**config.mk**
```make
export PLATFORM = sky130hd
export DESIGN_NAME = sync_status_monitor
export DESIGN_NICKNAME = d
export VERILOG_FILES = /design/src/rtl/ssm_pkg.sv /design/src/rtl/ssm_persist.sv /design/src/rtl/ssm_window.sv /design/src/rtl/ssm_regs.sv /design/src/rtl/sync_status_monitor.sv
export SDC_FILE = /design/constraint.sdc
export NUM_CORES = 1
export LEC_CHECK = 0
export ABC_AREA = 1
export CAP_MARGIN = 25
export CORE_UTILIZATION = 35
export CTS_CLUSTER_DIAMETER = 100
export CTS_CLUSTER_SIZE = 16
export DETAILED_ROUTE_END_ITERATION = 16
export PLACE_DENSITY = 0.63
export RECOVER_POWER = 25
export SKIP_CTS_REPAIR_TIMING = 1
export SLEW_MARGIN = 20
export SYNTH_ARGS = -nofsm -noshare
export SYNTH_HDL_FRONTEND = slang
export SYNTH_SLANG_ARGS = --single-unit
```
**constraint.sdc**
```tcl
create_clock -name clk -period 8.1 [get_ports clk]
set_input_delay 1.62 -clock clk [delete_from_list [all_inputs] [get_ports clk]]
set_output_delay 1.62 -clock clk [all_outputs]
set_load 0.01 [all_outputs]
```
**src/rtl/ssm_pkg.sv**
```systemverilog
package ssm_pkg;

    localparam int BYTE_W = 8;
    localparam int ADDR_W = 2;

    typedef enum logic [ADDR_W-1:0] {
        A_TX   = 2'd0,
        A_ACC  = 2'd1,
        A_STAT = 2'd2,
        A_EN   = 2'd3
    } reg_addr_e;

    typedef enum logic [2:0] {
        Q_UNDEF = 3'd0,
        Q_STR1  = 3'd1,
        Q_UNK   = 3'd2,
        Q_STR2  = 3'd3,
        Q_STR3  = 3'd4,
        Q_SMC   = 3'd5,
        Q_DUS   = 3'd6,
        Q_RES   = 3'd7
    } qual_e;

    // bit 1: unstable, bit 0: change
    typedef struct packed {
        logic unst;
        logic chg;
    } irq_vec_t;

    function automatic qual_e decode_quality(input logic [3:0] nib);
        qual_e q;
        case (nib)
            4'b0001: q = Q_STR1;
            4'b0000: q = Q_UNK;
            4'b0111: q = Q_STR2;
            4'b1010: q = Q_STR3;
            4'b1100: q = Q_SMC;
            4'b1111: q = Q_DUS;
            4'b1110: q = Q_RES;
            default: q = Q_UNDEF;
        endcase
        return q;
    endfunction

endpackage

```
**src/rtl/ssm_persist.sv**
```systemverilog
module ssm_persist
    import ssm_pkg::*;
#(
    parameter int W       = BYTE_W,
    parameter int PERSIST = 8
) (
    input  logic         clk,
    input  logic         rst,
    input  logic         strobe,
    input  logic [W-1:0] byte_in,
    output logic [W-1:0] accepted,
    output logic         run_full,
    output logic         change_evt
);
    localparam int CW = $clog2(PERSIST + 1);

    logic [W-1:0]  last_q, acc_q;
    logic [CW-1:0] run_q, run_nxt;
    logic          same;

    always_comb begin
        same     = (run_q != '0) && (byte_in == last_q);
        if (!same)
            run_nxt = CW'(1);
        else if (run_q == CW'(PERSIST))
            run_nxt = run_q;
        else
            run_nxt = run_q + CW'(1);
        run_full   = strobe && (run_nxt == CW'(PERSIST));
        change_evt = run_full && (byte_in != acc_q);
    end

    always_ff @(posedge clk) begin
        if (rst) begin
            last_q <= '0;
            run_q  <= '0;
            acc_q  <= '0;
        end else if (strobe) begin
            last_q <= byte_in;
            run_q  <= run_nxt;
            if (change_evt)
                acc_q <= byte_in;
        end
    end

    assign accepted = acc_q;

    // accepted value moves only on a strobe ending a full run
    p_accept_on_full_run_r2: assert property (@(posedge clk) disable iff (rst)
        !$stable(acc_q) |-> ($past(strobe) && $past(run_q) >= CW'(PERSIST - 1)))
        else $error("accepted byte changed without a full run");

    // a run counter value above one implies repeat of previous byte
    p_run_restart_r3: assert property (@(posedge clk) disable iff (rst)
        ($past(strobe) && $past(byte_in) != $past(last_q)) |-> (run_q == CW'(1)))
        else $error("run not restarted on new byte");

    // no strobe, no movement
    p_hold_without_strobe_r8: assert property (@(posedge clk) disable iff (rst)
        !$past(strobe) |-> ($stable(acc_q) && $stable(run_q)))
        else $error("state moved without strobe");

endmodule

```
**src/rtl/ssm_window.sv**
```systemverilog
module ssm_window
    import ssm_pkg::*;
#(
    parameter int W       = BYTE_W,
    parameter int WIN     = 8,
    parameter int MIN_BAD = 2
) (
    input  logic         clk,
    input  logic         rst,
    input  logic         strobe,
    input  logic [W-1:0] byte_in,
    input  logic [W-1:0] ref_byte,
    input  logic         run_full,
    output logic         unstable,
    output logic         unstable_rise
);
    logic [WIN-1:0] hist_q, hist_shift, hist_nxt;
    logic           unst_q, unst_nxt, miss;

    always_comb begin
        miss       = (byte_in != ref_byte);
        hist_shift = {hist_q[WIN-2:0], miss};
        if (run_full) begin
            // the whole window now equals the new accepted value
            hist_nxt = '0;
            unst_nxt = 1'b0;
        end else begin
            hist_nxt = hist_shift;
            unst_nxt = unst_q || ($countones(hist_shift) >= MIN_BAD);
        end
        unstable_rise = strobe && unst_nxt && !unst_q;
    end

    always_ff @(posedge clk) begin
        if (rst) begin
            hist_q <= '0;
            unst_q <= 1'b1;
        end else if (strobe) begin
            hist_q <= hist_nxt;
            unst_q <= unst_nxt;
        end
    end

    assign unstable = unst_q;

    // flag rises only with enough disagreements in the window
    p_rise_needs_count_r5: assert property (@(posedge clk) disable iff (rst)
        $rose(unst_q) |-> ($countones(hist_q) >= MIN_BAD))
        else $error("unstable rose with too few mismatches");

    // flag falls only on a completed run
    p_fall_needs_run_r7: assert property (@(posedge clk) disable iff (rst)
        $fell(unst_q) |-> $past(run_full))
        else $error("unstable fell without a full run");

endmodule

```
**src/rtl/ssm_regs.sv**
```systemverilog
module ssm_regs
    import ssm_pkg::*;
#(
    parameter int W = BYTE_W
) (
    input  logic              clk,
    input  logic              rst,
    input  logic              wr_en,
    input  logic [ADDR_W-1:0] wr_addr,
    input  logic [W-1:0]      wr_data,
    input  logic              rd_en,
    input  logic [ADDR_W-1:0] rd_addr,
    input  logic [W-1:0]      accepted,
    input  logic              unstable,
    input  logic              change_evt,
    input  logic              unstable_rise,
    output logic [W-1:0]      rd_data,
    output logic [W-1:0]      tx_byte,
    output logic              irq
);
    irq_vec_t   pend_q, en_q, set_v, pend_nxt;
    logic [W-1:0] tx_q, rd_q, rd_nxt;
    logic       clr;

    always_comb begin
        set_v.chg  = change_evt;
        set_v.unst = unstable_rise;
        clr        = rd_en && (reg_addr_e'(rd_addr) == A_STAT);
        pend_nxt   = (clr ? irq_vec_t'('0) : pend_q) | set_v;
        case (reg_addr_e'(rd_addr))
            A_TX:    rd_nxt = tx_q;
            A_ACC:   rd_nxt = accepted;
            A_STAT:  rd_nxt = W'({unstable, pend_q.unst, pend_q.chg});
            default: rd_nxt = W'({en_q.unst, en_q.chg});
        endcase
    end

    always_ff @(posedge clk) begin
        if (rst) begin
            pend_q <= '0;
            en_q   <= '0;
            tx_q   <= '0;
            rd_q   <= '0;
        end else begin
            pend_q <= pend_nxt;
            if (rd_en)
                rd_q <= rd_nxt;
            if (wr_en) begin
                if (reg_addr_e'(wr_addr) == A_TX)
                    tx_q <= wr_data;
                else if (reg_addr_e'(wr_addr) == A_EN)
                    en_q <= irq_vec_t'(wr_data[1:0]);
            end
        end
    end

    assign rd_data = rd_q;
    assign tx_byte = tx_q;
    assign irq     = |(pend_q & en_q);

    // change pending rises only from a change event
    p_chg_set_by_event_r4: assert property (@(posedge clk) disable iff (rst)
        $rose(pend_q.chg) |-> $past(change_evt))
        else $error("change pending without event");

    // unstable pending rises only from a flag rise
    p_unst_set_by_rise_r6: assert property (@(posedge clk) disable iff (rst)
        $rose(pend_q.unst) |-> $past(unstable_rise))
        else $error("unstable pending without rise");

    // pending bits drop only through a status read
    p_clear_by_read_r9: assert property (@(posedge clk) disable iff (rst)
        ($fell(pend_q.chg) || $fell(pend_q.unst)) |->
            $past(rd_en && reg_addr_e'(rd_addr) == A_STAT))
        else $error("pending cleared without status read");

endmodule

```
**src/rtl/sync_status_monitor.sv**
```systemverilog
module sync_status_monitor
    import ssm_pkg::*;
#(
    parameter int PERSIST = 8,
    parameter int WIN     = 8,
    parameter int MIN_BAD = 2
) (
    input  logic              clk,
    input  logic              rst,
    input  logic              frame_valid,
    input  logic [BYTE_W-1:0] rx_byte,
    input  logic              wr_en,
    input  logic [ADDR_W-1:0] wr_addr,
    input  logic [BYTE_W-1:0] wr_data,
    input  logic              rd_en,
    input  logic [ADDR_W-1:0] rd_addr,
    output logic [BYTE_W-1:0] rd_data,
    output logic [BYTE_W-1:0] tx_byte,
    output logic [BYTE_W-1:0] accepted_byte,
    output logic              unstable,
    output logic [2:0]        qual_code,
    output logic              irq
);
    logic run_full, change_evt, unstable_rise;

    ssm_persist #(.W(BYTE_W), .PERSIST(PERSIST)) u_persist (
        .clk        (clk),
        .rst        (rst),
        .strobe     (frame_valid),
        .byte_in    (rx_byte),
        .accepted   (accepted_byte),
        .run_full   (run_full),
        .change_evt (change_evt)
    );

    ssm_window #(.W(BYTE_W), .WIN(WIN), .MIN_BAD(MIN_BAD)) u_window (
        .clk           (clk),
        .rst           (rst),
        .strobe        (frame_valid),
        .byte_in       (rx_byte),
        .ref_byte      (accepted_byte),
        .run_full      (run_full),
        .unstable      (unstable),
        .unstable_rise (unstable_rise)
    );

    ssm_regs #(.W(BYTE_W)) u_regs (
        .clk           (clk),
        .rst           (rst),
        .wr_en         (wr_en),
        .wr_addr       (wr_addr),
        .wr_data       (wr_data),
        .rd_en         (rd_en),
        .rd_addr       (rd_addr),
        .accepted      (accepted_byte),
        .unstable      (unstable),
        .change_evt    (change_evt),
        .unstable_rise (unstable_rise),
        .rd_data       (rd_data),
        .tx_byte       (tx_byte),
        .irq           (irq)
    );

    assign qual_code = 3'(decode_quality(accepted_byte[3:0]));

    // flag is high in the first cycle after reset
    p_reset_unstable_r1: assert property (@(posedge clk)
        $fell(rst) |-> (unstable && accepted_byte == '0 && !irq))
        else $error("bad reset state");

endmodule

```
Yosys cells after proc, flatten, opt, wreduce, memory -nomap -nowiden. Cells that the tools add are included.

Register bits after elaboration: 48. Bits in latches: 0. Bits in writable memories: 0. Memory bits (read-only): 0. Input port bits: 25. Output and inout port bits: 29. Logic and storage cells: 59. Memories: 0.

$add $sub $neg: 8. $mul: 0. Divide/modulo/power cells: 0. $lt $le $gt $ge: 1. Equality and inequality tests: 13. Shifts and indexed selects: 0. Mux-type cells: 7. Bitwise operators: 3. Reduce and logical (&&, ||, !) cells: 16.

Operators with widths (number): $add A32 B32 Y32 (3); $ge A32 B3 Y1 const B (1); $eq A4 B4 Y1 const B (6); $pmux W8 S3 (1); $pmux W3 S7 (1); $add A1 B1 Y2 (4); $eq A8 B8 Y1 (1); $mux W4 (2); $ne A8 B8 Y1 (1); $mux W7 (1); $logic_and A1 B1 Y1 (6); $add A4 B1 Y4 const B (1); $eq A2 B2 Y1 const B (2); $eq A4 B1 Y1 const B (1); $eq A4 B3 Y1 const B (1); $logic_not A2 Y1 (2); $logic_not A4 Y1 (1); $reduce_and A2 Y1 (2); $reduce_bool A4 Y1 (1); $reduce_and A3 Y1 (1); $and A2 B2 Y2 (1); $eq A2 B1 Y1 const B (1); $mux W2 (1); $or A2 B2 Y2 (1); other kinds (5) (5).

Logic depth before layout (Yosys ltp). Gate-level depths: netlist of the first run.

Depth in word-level cells: 10. Mapped depth: 13. Depth with buffers taken out: 13.

Cells and area by module. A second synthesis of the first run with hierarchy kept.

Cell total of the unflattened synthesis: 392. Area, all modules: 2665.1 um^2.

By module, submodules not included: ssm_persist (times used 1, cells an instance 170, area an instance 1131.1 um^2, sequential area each 400.4 um^2); ssm_regs (times used 1, cells an instance 118, area an instance 852.1 um^2, sequential area each 400.4 um^2); ssm_window (times used 1, cells an instance 86, area an instance 604.3 um^2, sequential area each 160.2 um^2); sync_status_monitor (times used 1, cells an instance 18, area an instance 77.6 um^2, sequential area each 0.0 um^2).

Worst setup path before layout of the first run. No wires, ideal clock.

Kind: input-to-reg. Start point: in rx_byte[0]. End point: reg u_window.unst_q, in the netlist u_window.unstable. Library setup time: 0.136 ns. Arrival time: 3.587 ns. Data required time: 7.964 ns. Path slack: 4.377 ns. Cell stages on the path: 12. Path buffers: 0. Cell sequence: xnor2_1 > nand3_1 > nor2_1 > nand2_1 > ha_1 > fa_1 > ha_1 > inv_1 > fa_1 > nand3_1 > nand3_1 > o211ai_1.

Word-level cells in the longest chain between the ends: 7. Elaborated cells on any way between the ends: 12. Those cells by class: 3 x add/sub; 1 x order compare; 3 x eq/ne; 2 x mux; 3 x reduce/logical.

Ends and longest elaborated chain: start, declared (RTL line sync_status_monitor.sv:11) `input logic [BYTE_W-1:0] rx_byte,`; $ne A8 B8 Y1 (RTL line ssm_window.sv:21) `miss = (byte_in != ref_byte);`; $add A1 B1 Y2 (implied by the code) (RTL line ssm_window.sv:29) `unst_nxt = unst_q || ($countones(hist_shift) >= MIN_BAD);`; $add A32 B32 Y32 (implied by the code) (2 in series) (RTL line ssm_window.sv:29); $ge A32 B3 Y1 (RTL line ssm_window.sv:29); $logic_or A1 B1 Y1 (RTL line ssm_window.sv:29); $mux W1 (*) (RTL line ssm_window.sv:23) `if (run_full) begin`; end signal, assigned (RTL line ssm_window.sv:40) `unst_q <= unst_nxt;`; end, declared (RTL line ssm_window.sv:18) `logic unst_q, unst_nxt, miss;`.

Mark *: on every way between the ends. The rest lies on a longest branch, timed or not. A chain may end at the register's enable or synchronous reset.

Worst setup path in the final report of the first run.
Start point: in rx_byte[7]. End point: reg u_window.unst_q, in the netlist u_window.unstable.

The elaborated chain is that of the path after synthesis.

==> results.txt, run 1 <==
Post-Route WL: 5870 um
Vias after detailed routing: 2386
Status: completed
Maxcap violations: 0
Initial antenna violation count: 0
Reg-to-Reg End: u_window.unstable
Number of diodes: 0
Post-DRT Antenna Nets: 0
Critical R2R Launch: u_persist.accepted[3]
Largest net degree at the start of global routing: 30
Input/output buffers: 53
Synth top area share: 0.378
Sequential Power Share: 0.535
Clk slew on worst S/H paths: 0.08 ns
CTS tree: built
Hold slack: 0.472 ns
Post-synthesis cell area: 2540 um^2
Internal power: 0.353 mW
Via density: 4.75
Post-layout min period: 4.19 ns
Final TNS setup: 0 ns
Area occupied by multi-input gates: 1290 um^2
Worst-margin pin slew: 0.885 ns
Slew Viols, Final: 0
Period utilisation layout: 0.517
WS Path Type: primary input to flop
First-pass GRT wire length: 10100 um
RSZ-0062 raised after global routing: no
Worst Hold Class: flop to flop
YS warnings: 0
Drt first pass iters: 4
Logic pwr share: 0.145
R2R setup slack: 5.31 ns
Die Ht: 87.2 um
Post-synthesis net count: 396
Peak VDD IR: 0.0000569 V
Post-route DRC: 0
GPL Wtd Cong: 0.758
Final HPWL DP: 4370 um
R2r worst-path depth: 13
Worst setup SP type: primary input
Drt wl/cell: 11.7 um
Final-report setup violation count: 0
Final Skew: 0.00368 ns
GRT Resource Usage Total: 0.170
Leakage Power: 1.39 nW
Yosys cell types: 32
Final hold vios: 0
Syn Inst Count: 359
Flops & latches, synth: 48
Synth-to-Final Area Change: 27.2%
Clock buffer depth: 2
Hold EP: u_regs.en_q[1]
Clk root buf: clkbuf_8
Fmax: 239 MHz
Post-synth EDFFs: 0
Clock power frac: 0.320
Net Sw Frac: 0.251
Clock insertion delay at the later pin of the skew report: 0.30 ns
Hold Crit Start: u_regs.en_q[1]
CP endpoint kind: flop
GR Overflow Total: 0
Req. time, crit path: 8.24 ns
Final nets: 443
Leading area contributor after synthesis: dfxtp_1
Hold Crit Depth: 2
Register Area: 961 um^2
Io pins: 54
CORE AREA: 6910 um^2
Seq/Total Area, Yosys: 0.378
Ys async rst share: 0
Clk sink count: 48
Slew HR: 0.408
H-tree depth: 2
Switching power: 0.118 mW
Horiz. Die Dim: 87.2 um
Top-count cell post-synth: nand2_1
Layout cell share with drive strength beyond 1: 0.0493
Synth Area per Inst: 7.08 um^2
Post-synth top cells: nand2_1, inv_1, dfxtp_1, nor2_1, nand3_1
Initial drt markers: 99
Cell Rows: 30
Die ar.: 7600 um^2
Cts bufs inserted: 5
Ranking of synthesized cells by area: dfxtp_1, nand2_1, inv_1
CP Max Fanout: 4
Worst Path Arrival: 4.33 ns
Layout fillers: 731
Ys flop type: dfxtp_1
Power Density: 146 nW/um^2
Vias in the first global route: 2240
Starting Density: 0.368
[cell type report]
type,instances,share of cell area
tap,96,0.0372
inverter,61,0.0709
clock buffer,7,0.0298
timing repair buffer,53,0.164
multi-input combinational,237,0.400
sequential,48,0.297
[placed cells by master, fill, tap and decap left out]
master / instances
nand4_1: 7
nand4_2: 1
o211a_1: 1
nand3_1: 24
fa_1: 4
o211ai_1: 1
o21ai_0: 18
o22ai_1: 1
nand2_1: 66
a22o_1: 1
or2_0: 1
inv_1: 57
xnor2_1: 6
nor2_4: 2
a21oi_1: 17
nand3_2: 2
a41oi_1: 1
dfxtp_1: 48
inv_2: 4
a211oi_1: 4
ha_1: 8
o311ai_0: 1
nor2_1: 48
o21ai_1: 8
nor3_1: 4
nor2_2: 2
a31oi_1: 2
clkdlybuf4s50_1: 34
clkbuf_8: 7
o221ai_1: 5
nand2_2: 1
nand3_4: 1
dlygate4sd3_1: 19
[worst max-delay path, stage by stage]
cell	delay [ns]
clkdlybuf4s50_1	0.53
inv_1	0.07
nand2_1	0.05
nand4_1	0.09
nor2_1	0.14
nand2_1	0.16
ha_1	0.23
fa_1	0.48
ha_1	0.14
inv_1	0.05
fa_1	0.48
nand3_1	0.09
nand3_1	0.09
o211ai_1	0.11
[routing by layer]
metal	share of wire	vias up	global-route usage	wire, um
li1	-	1242	-	-
met1	0.47	1111	0.215	2770
met2	0.49	27	0.289	2860
met3	0.029	6	0.0398	171
met4	0.011	0	0.0447	65
met5	0	-	0	0
[sequential cells by signal, summed over array words and instances, names as in the netlist]
register,cells
u_regs.tx_byte,8
u_persist.run_q,4
u_window.unstable,1
u_window.hist_q,7
u_regs.en_q,2
u_regs.rd_data,8
u_persist.accepted,8
u_regs.pend_q,2
u_persist.last_q,8
[worst max path at each step]
stage,cells after the start,endpoint,start
final,14,u_window.unstable,rx_byte[7]
after global routing,13,u_window.unstable,rx_byte[5]
after CTS,14,u_window.unstable,rx_byte[7]
after detailed placement,14,u_window.unstable,rx_byte[7]
after global placement,14,u_window.unstable,rx_byte[7]
after floorplan,12,u_window.unstable,rx_byte[0]
[power groups by stage]
stage               registers, mW  logic [mW]  clock network (mW)
global route                0.254      0.0781               0.168
CTS                         0.253      0.0708               0.157
global placement            0.258      0.0696                   0
detailed placement          0.258      0.0704                   0
finish                      0.252      0.0685               0.151
floorplan                   0.259      0.0383                   0
[per-stage QoR]
step / instances / total power [mW] / instance area, um^2 / utilization / setup WS [ns]
floorplan: 359 / 0.297 / 2540 / - / 4.38
global placement: 495 / 0.328 / 3130 / 0.454 / 3.62
detailed placement: 495 / 0.328 / 3130 / 0.454 / 3.57
CTS: 502 / 0.480 / 3230 / 0.468 / 3.89
global route: 502 / 0.500 / 3230 / 0.468 / 3.69
finish: 502 / 0.472 / 3230 / 0.468 / 3.91
[logic make-up after synthesis]
| logic type | Yosys count | synth area share |
|---|---|---|
| xor+xnor | 6 | 0.0207 |
| simple gates | 159 | 0.279 |
| buf+inv | 74 | 0.112 |
| flops | 48 | 0.378 |
| fa+ha+maj | 12 | 0.0709 |
| compound gates | 60 | 0.138 |
No activity file was read; power rests on OpenSTA's default activity.
==> inputs of run 2 (changes only) <==
Settings changed: PLACE_DENSITY 0.63 to 0.65.
Clock period 8.1 ns to 3.75 ns, I/O delays scaled along.
==> results.txt, run 2 (synthesized netlist as in run 1, its figures left out) <==
Status: completed
RSZ-0062 raised after global routing: no
Final hold vios: 0 (unchanged)
Post-route DRC: 0 (unchanged)
Largest net degree at the start of global routing: 30 (unchanged)
Layout fillers: 716 (-2.1%)
Die ar.: 7600 um^2 (unchanged)
Clock insertion delay at the later pin of the skew report: 0.30 ns (about the same)
Number of diodes: 0 (unchanged)
Via density: 4.74 (-0.33%)
Final TNS setup: 0 ns (unchanged)
CP endpoint kind: flop
WS Path Type: primary input to flop
Worst Path Arrival: 3.40 ns (-0.93 ns)
Final HPWL DP: 4400 um (+0.77%)
Input/output buffers: 53 (unchanged)
Hold slack: 0.473 ns (+0.000874 ns)
Maxcap violations: 0 (unchanged)
Most common cell after layout, fill and taps aside: nand2_1
Die Ht: 87.2 um (unchanged)
Fmax: 307 MHz
Final nets: 446 (+0.68%)
Worst setup SP type: primary input
Power Density: 336 nW/um^2 (+130%)
Vias in the first global route: 2163 (-3.4%)
Post-DRT Antenna Nets: 0 (unchanged)
Initial antenna violation count: 0 (unchanged)
Hold Crit Start: u_regs.en_q[1]
R2R setup slack: 1.03 ns (-4.28 ns)
Hold Crit Depth: 2 (unchanged)
Cell Rows: 30 (unchanged)
Slowest-stage cell, CP: clkdlybuf4s50_1
Period utilisation layout: 0.869
GRT Resource Usage Total: 0.162 (-0.00763)
Synth-to-Final Area Change: 29.1%
Post-Route WL: 5920 um (+0.90%)
Final-report setup violation count: 0 (unchanged)
H-tree depth: 2 (unchanged)
Commonest non-fill, non-tap cells in the layout: nand2_1, inv_1, nor2_1, dfxtp_1, clkdlybuf4s50_1
Cell depth of the worst setup path: 14 (unchanged)
Area occupied by multi-input gates: 1290 um^2 (unchanged)
Clk sink count: 48 (unchanged)
Reg-to-Reg End: u_window.unstable
CORE AREA: 6910 um^2 (unchanged)
Cell family with most CP delay: adder cells
Clk root buf: clkbuf_8
Final Skew: 0.0101 ns (+0.00642 ns)
Clk slew on worst S/H paths: 0.09 ns (about the same)
Slew HR: 0.345 (-0.0636)
Launch point of the worst path: rx_byte[7]
Worst Hold Class: flop to flop
Initial drt markers: 91 (-8.1%)
Horiz. Die Dim: 87.2 um (unchanged)
CP bufs+invs: 3 (unchanged)
Vias after detailed routing: 2397 (+0.46%)
Req. time, crit path: 3.89 ns (-4.35 ns)
Starting Density: 0.368 (unchanged)
CTS tree: built
GR Overflow Total: 0 (unchanged)
Leakage Power: 1.38 nW (-0.49%)
GPL Wtd Cong: 0.760 (+0.24%)
Post-layout min period: 3.26 ns
Layout cell share with drive strength beyond 1: 0.0537 (+0.00440)
First-pass GRT wire length: 9630 um (-4.4%)
Io pins: 54 (unchanged)
Hold EP: u_regs.en_q[1]
Drt first pass iters: 4 (unchanged)
R2r worst-path depth: 13 (unchanged)
Worst path cell trace: clkdlybuf4s50_1 -> inv_1 -> nand2_1 -> nand4_1 -> nor2_1 -> nand2_1 -> ha_1 -> fa_1 -> ha_1 -> inv_1 -> fa_1 -> nand3_1 -> nand3_1 -> o211ai_1
Slew Viols, Final: 0 (unchanged)
Worst-margin pin slew: 0.983 ns (+0.0982 ns)
Register Area: 961 um^2 (unchanged)
Cts bufs inserted: 5 (unchanged)
Peak VDD IR: 0.000132 V (+130%)
Clock buffer depth: 2 (unchanged)
Critical R2R Launch: u_persist.accepted[2]
Drt wl/cell: 11.7 um (+0.11%)
Slowest Stage Delay on Critical Path: 0.53 ns (about the same)
CP Max Fanout: 4 (unchanged)
## run 2: power by group
group          total [mW]  internal, mW  switching [mW]
Combinational       0.150        0.0712          0.0790
Clock               0.408         0.235           0.173
Sequential          0.545         0.530          0.0149
## run 2: area by class of cell
class / count / share of cell area
Clock buffer: 7 / 0.0294
Clock inverter: 1 / 0.00916
Inverter: 61 / 0.0698
Multi-Input combinational cell: 237 / 0.395
Sequential cell: 48 / 0.293
Tap cell: 96 / 0.0366
Timing Repair Buffer: 56 / 0.167
## run 2: metrics by stage
stage          cell area (um^2)  std cells   util  worst slack (ns)  power, mW
2_1_floorplan              2540        359      -             0.897      0.642
3_3_place_gp               3160        498  0.457             0.241      0.708
3_5_place_dp               3160        498  0.457             0.200      0.711
4_1_cts                    3280        506  0.475             0.520       1.12
5_1_grt                    3280        506  0.475             0.306       1.16
6_report                   3280        506  0.475             0.493       1.10
## run 2: how the worst max path moves through the flow
| stage | end | slack (ns) |
|---|---|---|
| 6_report | u_window.unstable | 0.49 |
| 2_1_floorplan | u_window.unstable | 0.90 |
| 3_3_place_gp | u_window.unstable | 0.24 |
| 3_5_place_dp | u_window.unstable | 0.20 |
| 5_1_grt | u_window.unstable | 0.31 |
| 4_1_cts | u_window.unstable | 0.52 |
## run 2: layer usage
metal / global-route usage / vias up / routed length, um
li1: - / 1246 / -
met1: 0.208 / 1106 / 2880
met2: 0.272 / 39 / 2790
met3: 0.0370 / 6 / 193
met4: 0.0462 / 0 / 51
met5: 0 / - / 0
## run 2: worst reg2reg max path, cell delays in order, from the launching register on
cell,delay [ns]
dfxtp_1,0.47
inv_1,0.09
nand2_1,0.07
nand4_1,0.10
nor2_1,0.11
nand2_1,0.09
ha_1,0.20
fa_1,0.49
ha_1,0.14
inv_1,0.05
fa_1,0.47
nand3_1,0.10
nand3_1,0.10
o211ai_1,0.10
